==> src/rtl/sdh_stat_pkg.sv <==
package sdh_stat_pkg;

  localparam int STAT_W  = 11;
  localparam int CFG_W   = 11;
  localparam int DBG_W   = 22;
  localparam int STATE_W = 4;

  // status bit positions
  localparam int ST_DATA_FLAG = 0;
  localparam int ST_DATA_IRQ  = 8;
  localparam int ST_BLOCK_IRQ = 9;
  localparam int ST_BUSY_IRQ  = 10;

  // configuration enable positions
  localparam int CF_DATA_EN  = 4;
  localparam int CF_BLOCK_EN = 8;
  localparam int CF_BUSY_EN  = 10;

  localparam logic [STATE_W-1:0] STATE_IDLE    = 4'h0;
  localparam logic [STATE_W-1:0] STATE_DATA    = 4'h1;
  localparam logic [STATE_W-1:0] STATE_PWRDOWN = 4'hF;

  localparam logic [DBG_W-1:0] DBG_RESET = 22'h00C60F;

  localparam int unsigned OFS_STATUS = 32'h00;
  localparam int unsigned OFS_CONFIG = 32'h04;
  localparam int unsigned OFS_DEBUG  = 32'h08;

  typedef enum logic [1:0] {
    SEL_NONE,
    SEL_STAT,
    SEL_CFG,
    SEL_DBG
  } rdSel_e;

  typedef struct packed {
    logic              wrStat;
    logic              wrCfg;
    logic              wrDbg;
    logic              enterData;
    logic [STAT_W-1:0] setMask;
    rdSel_e            rdSel;
  } strobes_t;

endpackage

==> src/rtl/sdh_stat_ctrl.sv <==
module sdh_stat_ctrl
  import sdh_stat_pkg::*;
#(
  parameter int ADDR_W = 6
) (
  input  logic [ADDR_W-1:0] busAddr,
  input  logic              busWrEn,
  input  logic [STAT_W-1:0] evtSet,
  input  logic              xferDone,
  input  logic              cmdBusyWait,
  input  logic              cmdIsWrite,
  input  logic [CFG_W-1:0]  cfgQ,
  output strobes_t          strb
);

  localparam int NREG = 3;
  localparam int unsigned REG_OFS [NREG] = '{OFS_STATUS, OFS_CONFIG, OFS_DEBUG};

  logic [NREG-1:0]   regHit;
  logic [STAT_W-1:0] doneMask;

  for (genvar g = 0; g < NREG; g++) begin : g_dec
    assign regHit[g] = (busAddr == ADDR_W'(REG_OFS[g]));
  end

  // completion mask: data flag always, interrupt classes by enable and command kind
  always_comb begin
    doneMask               = '0;
    doneMask[ST_DATA_FLAG] = 1'b1;
    doneMask[ST_DATA_IRQ]  = cfgQ[CF_DATA_EN];
    doneMask[ST_BUSY_IRQ]  = cmdBusyWait & cfgQ[CF_BUSY_EN];
    doneMask[ST_BLOCK_IRQ] = cmdIsWrite & cfgQ[CF_BLOCK_EN];
  end

  always_comb begin
    strb.wrStat    = busWrEn & regHit[0];
    strb.wrCfg     = busWrEn & regHit[1];
    strb.wrDbg     = busWrEn & regHit[2];
    strb.enterData = xferDone;
    strb.setMask   = evtSet | (xferDone ? doneMask : '0);
    unique case (1'b1)
      regHit[0]: strb.rdSel = SEL_STAT;
      regHit[1]: strb.rdSel = SEL_CFG;
      regHit[2]: strb.rdSel = SEL_DBG;
      default:   strb.rdSel = SEL_NONE;
    endcase
  end

endmodule

==> src/rtl/sdh_stat_regs.sv <==
module sdh_stat_regs
  import sdh_stat_pkg::*;
#(
  parameter int DATA_W = 32
) (
  input  logic              clk,
  input  logic              rstN,
  input  strobes_t          strb,
  input  logic [DATA_W-1:0] busWrData,
  output logic [STAT_W-1:0] statQ,
  output logic [CFG_W-1:0]  cfgQ,
  output logic [DBG_W-1:0]  dbgQ,
  output logic [DATA_W-1:0] rdData,
  output logic              irqOut
);

  logic [STAT_W-1:0] clrMask;
  logic [STAT_W-1:0] statNext;
  logic [DBG_W-1:0]  dbgNext;

  assign clrMask  = strb.wrStat ? busWrData[STAT_W-1:0] : '0;
  assign statNext = (statQ & ~clrMask) | strb.setMask;

  always_comb begin
    dbgNext = dbgQ;
    if (strb.wrDbg) begin
      dbgNext = busWrData[DBG_W-1:0];
      if (busWrData[STATE_W-1:0] == STATE_PWRDOWN) dbgNext[STATE_W-1:0] = STATE_IDLE;
    end
    if (strb.enterData) dbgNext[STATE_W-1:0] = STATE_DATA;
  end

  always_ff @(posedge clk) begin
    if (!rstN) begin
      statQ <= '0;
      cfgQ  <= '0;
      dbgQ  <= DBG_RESET;
    end else begin
      statQ <= statNext;
      dbgQ  <= dbgNext;
      if (strb.wrCfg) cfgQ <= busWrData[CFG_W-1:0];
    end
  end

  always_comb begin
    unique case (strb.rdSel)
      SEL_STAT: rdData = DATA_W'(statQ);
      SEL_CFG:  rdData = DATA_W'(cfgQ);
      SEL_DBG:  rdData = DATA_W'(dbgQ);
      default:  rdData = '0;
    endcase
  end

  assign irqOut = |statQ[ST_BUSY_IRQ:ST_DATA_IRQ];

endmodule

==> src/rtl/sdh_status_irq.sv <==
module sdh_status_irq
  import sdh_stat_pkg::*;
#(
  parameter int ADDR_W = 6,
  parameter int DATA_W = 32
) (
  input  logic              clk,
  input  logic              rstN,
  input  logic [ADDR_W-1:0] busAddr,
  input  logic              busWrEn,
  input  logic [DATA_W-1:0] busWrData,
  output logic [DATA_W-1:0] busRdData,
  input  logic [STAT_W-1:0] evtSet,
  input  logic              xferDone,
  input  logic              cmdBusyWait,
  input  logic              cmdIsWrite,
  output logic              irqOut
);

  strobes_t          strb;
  logic [STAT_W-1:0] statQ;
  logic [CFG_W-1:0]  cfgQ;
  logic [DBG_W-1:0]  dbgQ;

  sdh_stat_ctrl #(.ADDR_W(ADDR_W)) u_ctrl (
    .busAddr     (busAddr),
    .busWrEn     (busWrEn),
    .evtSet      (evtSet),
    .xferDone    (xferDone),
    .cmdBusyWait (cmdBusyWait),
    .cmdIsWrite  (cmdIsWrite),
    .cfgQ        (cfgQ),
    .strb        (strb)
  );

  sdh_stat_regs #(.DATA_W(DATA_W)) u_regs (
    .clk       (clk),
    .rstN      (rstN),
    .strb      (strb),
    .busWrData (busWrData),
    .statQ     (statQ),
    .cfgQ      (cfgQ),
    .dbgQ      (dbgQ),
    .rdData    (busRdData),
    .irqOut    (irqOut)
  );

endmodule

==> config.mk <==
export PLATFORM = sky130hd
export DESIGN_NAME = sdh_status_irq
export DESIGN_NICKNAME = d
export VERILOG_FILES = /design/src/rtl/sdh_stat_pkg.sv /design/src/rtl/sdh_stat_ctrl.sv /design/src/rtl/sdh_stat_regs.sv /design/src/rtl/sdh_status_irq.sv
export SDC_FILE = /design/constraint.sdc
export NUM_CORES = 1
export LEC_CHECK = 0
export ABC_AREA = 1
export ABC_CLOCK_PERIOD_IN_PS = 2000
export BUFFER_PORTS_ARGS = -buffer_cell sky130_fd_sc_hd__buf_2
export CAP_MARGIN = 20
export CELL_PAD_IN_SITES_DETAIL_PLACEMENT = 0
export CELL_PAD_IN_SITES_GLOBAL_PLACEMENT = 1
export CORE_MARGIN = 1
export CORE_UTILIZATION = 30
export CTS_CLUSTER_DIAMETER = 100
export DETAILED_ROUTE_END_ITERATION = 8
export GPL_TIMING_DRIVEN = 1
export PLACE_DENSITY = 0.73
export SLEW_MARGIN = 20
export SYNTH_ARGS = -nofsm -noshare
export SYNTH_HDL_FRONTEND = slang
export SYNTH_SLANG_ARGS = --single-unit
==> constraint.sdc <==
create_clock -name clk -period 2 [get_ports clk]
set_input_delay 0.4 -clock clk [delete_from_list [all_inputs] [get_ports clk]]
set_output_delay 0.4 -clock clk [all_outputs]
set_load 0.03 [all_outputs]
==> results.tsv <==
metric	value	unit
rsz0062_at_grt	no	
synth_cell_type_count	18	
drive_above_1_share	24.80	%
finalHoldViolCount	0	
detail_route.wl_per_cell	12.67	µm
tightest_slew	0.5212	ns
clock_skew	0.0006962	ns
cts_buffers	5	
ys_ff_latch	44	
use_met3	4.377	%
yosysTopAreaCellShare	42.26	%
path_clk_slew	0.08	ns
pin_count	88	
die_h	85.36	µm
cap_violations	0	
drc	0	
synth_top_family_by_area	simple AND/OR/NAND/NOR gates	
antenna_cells	0	
initial_core_util	30.85	%
avgSynthCellArea	6.790	µm²
cts_root_buffer	clkbuf_8	
power_density	634.0	nW/µm²
die_w	85.36	µm
cts_tree	yes	
cts_sinks	44	
yosysMostFrequentCell	nor2_1	
p_total	1.646	mW
drt-total-wl	5765	µm
holdCritPathClass	in -> reg	
synthTopCellsByCount	nor2_1 (68), dfxtp_1 (44), nand2_1 (41)	
synth.area.top_cells	dfxtp_1 (42%), nor2_1 (12%), nand3_1 (7.9%)	
grt_max_degree	31	
place_congestion	0.7884	
setup_viol	0	
cts_resized	0	
grt_busiest_layer	met2	
muxShareOfSynthArea	0	%
slew_headroom	65.21	%
crit_required	1.60	ns
outcome	finished clean	
r2r_start	u_regs.cfgQ[8]	
crit_path_start_kind	input port	
cts.path.max_buffers	2	
hold_start	busWrData[15]	
seq_area_frac_synth	42.26	%
vias	2057	
synth_adder_area_share	0	%
core	6756	µm²
p_leak	1.232	nW
cts-hold-fix-buffers	0	
synth_top_area_cell	dfxtp_1	
hold_depth	3	
post-dp-hpwl	4035	µm
min_to	u_regs.dbgQ[15]	
cts_max_level	2	
fin_setup_tns	0	ns
path_class	in -> out	
drt_iter0_markers	108	
cts_setup_buffers	0	
fin_crit_sh	93.64	%
grt_use_total	16.43	%
rr_endpoint	u_regs.statQ[9]	
area_growth	24.55	%
fin_crit	1.873	ns
syn_area	2084	µm²
yosys.area_share.xor_xnor	0	%
endpoint_kind	primary output	
worst_skew_pair.late_latency	0.29	ns
synth_edf_count	0	
antenna_found_initial	0	
cp_max_fo	22	
dieArea	7285	µm²
post-place-cells	448	
fmax	0.5340	GHz
slew_viol_final	0	
synth_warnings	0	
detail_route.vias_per_cell	4.521	
numPortBuffers	67	
grt_pass1_vias	1839	
synth-simple-area-share	33.67	%
reg2reg_slack	1.18	ns
cp.arrival	1.47	ns
rows	30	
syn_inst	307	
fin_nets	430	
reg2reg_depth	3	
ant_nets	0	
instances_no_fill	455	
synth-compound-area-share	11.28	%
overflow	0	
use_met1	22.24	%
drtPass1Iterations	4	
ir_drop	286.1	µV
async_reset_ff_share	0	%
ys.flop_type	dfxtp_1	
grt_pass1_wl	9197	µm
grtUsageMet2	26.54	%
cells in the final DEF, fill, tap and decap left out:
master,count
a21oi_1,14
buf_12,2
buf_4,11
clkinv_2,1
nand4_1,13
or3_1,1
nand3_2,1
nand3_1,33
o21ai_0,28
buf_2,67
a31o_2,2
o211ai_1,1
nor2_2,3
inv_1,28
nand2_1,41
clkbuf_8,5
conb_1,10
dfxtp_1,44
nor2_4,1
nor2_1,68
clkbuf_1,1
power by group:
| group | internal (mW) | switching, mW |
|---|---|---|
| Combinational | 0.0717 | 0.128 |
| Sequential | 0.900 | 0.0129 |
| Clock | 0.238 | 0.296 |
registers in the layout, indices dropped and copies added (netlist names):
| signal | cells |
|---|---|
| u_regs.cfgQ | 11 |
| u_regs.dbgQ | 22 |
| u_regs.statQ | 11 |
worst max path at each step:
stage / slack [ns] / to / from
detailed placement: 0.14 / busRdData[4] / busAddr[1]
global route: 0.001 / busRdData[0] / busAddr[1]
global placement: 0.12 / busRdData[4] / busAddr[1]
floorplan: 0.22 / busRdData[12] / busAddr[1]
finish: 0.13 / busRdData[4] / busAddr[1]
CTS: 0.12 / busRdData[4] / busAddr[1]
stage by stage:
step | instance area (µm²) | hold WS [ns] | utilization, % | setup slack [ns]
floorplan | 2118 | 0.4391 | - | 0.2225
global placement | 2519 | 0.4482 | 37.28 | 0.1182
detailed placement | 2519 | 0.4536 | 37.28 | 0.1359
CTS | 2596 | 0.3110 | 38.43 | 0.1192
global route | 2596 | 0.3120 | 38.43 | 0.001430
finish | 2596 | 0.3136 | 38.43 | 0.1272
area by class of cell:
| class | instances | area, µm² |
|---|---|---|
| Clock buffer | 6 | 72.57 |
| Clock inverter | 1 | 5.005 |
| Fill cell | 779 | 4160 |
| Inverter | 28 | 105.1 |
| Multi-Input combinational cell | 216 | 974.7 |
| Sequential cell | 44 | 880.8 |
| Tap cell | 80 | 100.1 |
| Timing Repair Buffer | 80 | 457.9 |
routing by layer:
layer / routed length (µm) / share of wire (%)
met5: 0 / 0
met4: 48 / 0.83
met3: 370 / 6.4
met2: 2517 / 44
met1: 2829 / 49
cell families (layout without fill, tap and decap cells):
logic type	after synthesis	after routing
DFF	44	44
AOI/OAI and AO/OA	45	45
other	1	10
and+or+nand+nor	161	161
buffers and inverters	56	115
worst max-delay path: stages:
cell	delay, ns
buf_2	0.10
nor2_2	0.21
nand2_1	0.09
nor2_2	0.14
buf_12	0.17
nand2_1	0.06
nand3_1	0.09
buf_2	0.20
(Power assumes the default switching activity.)
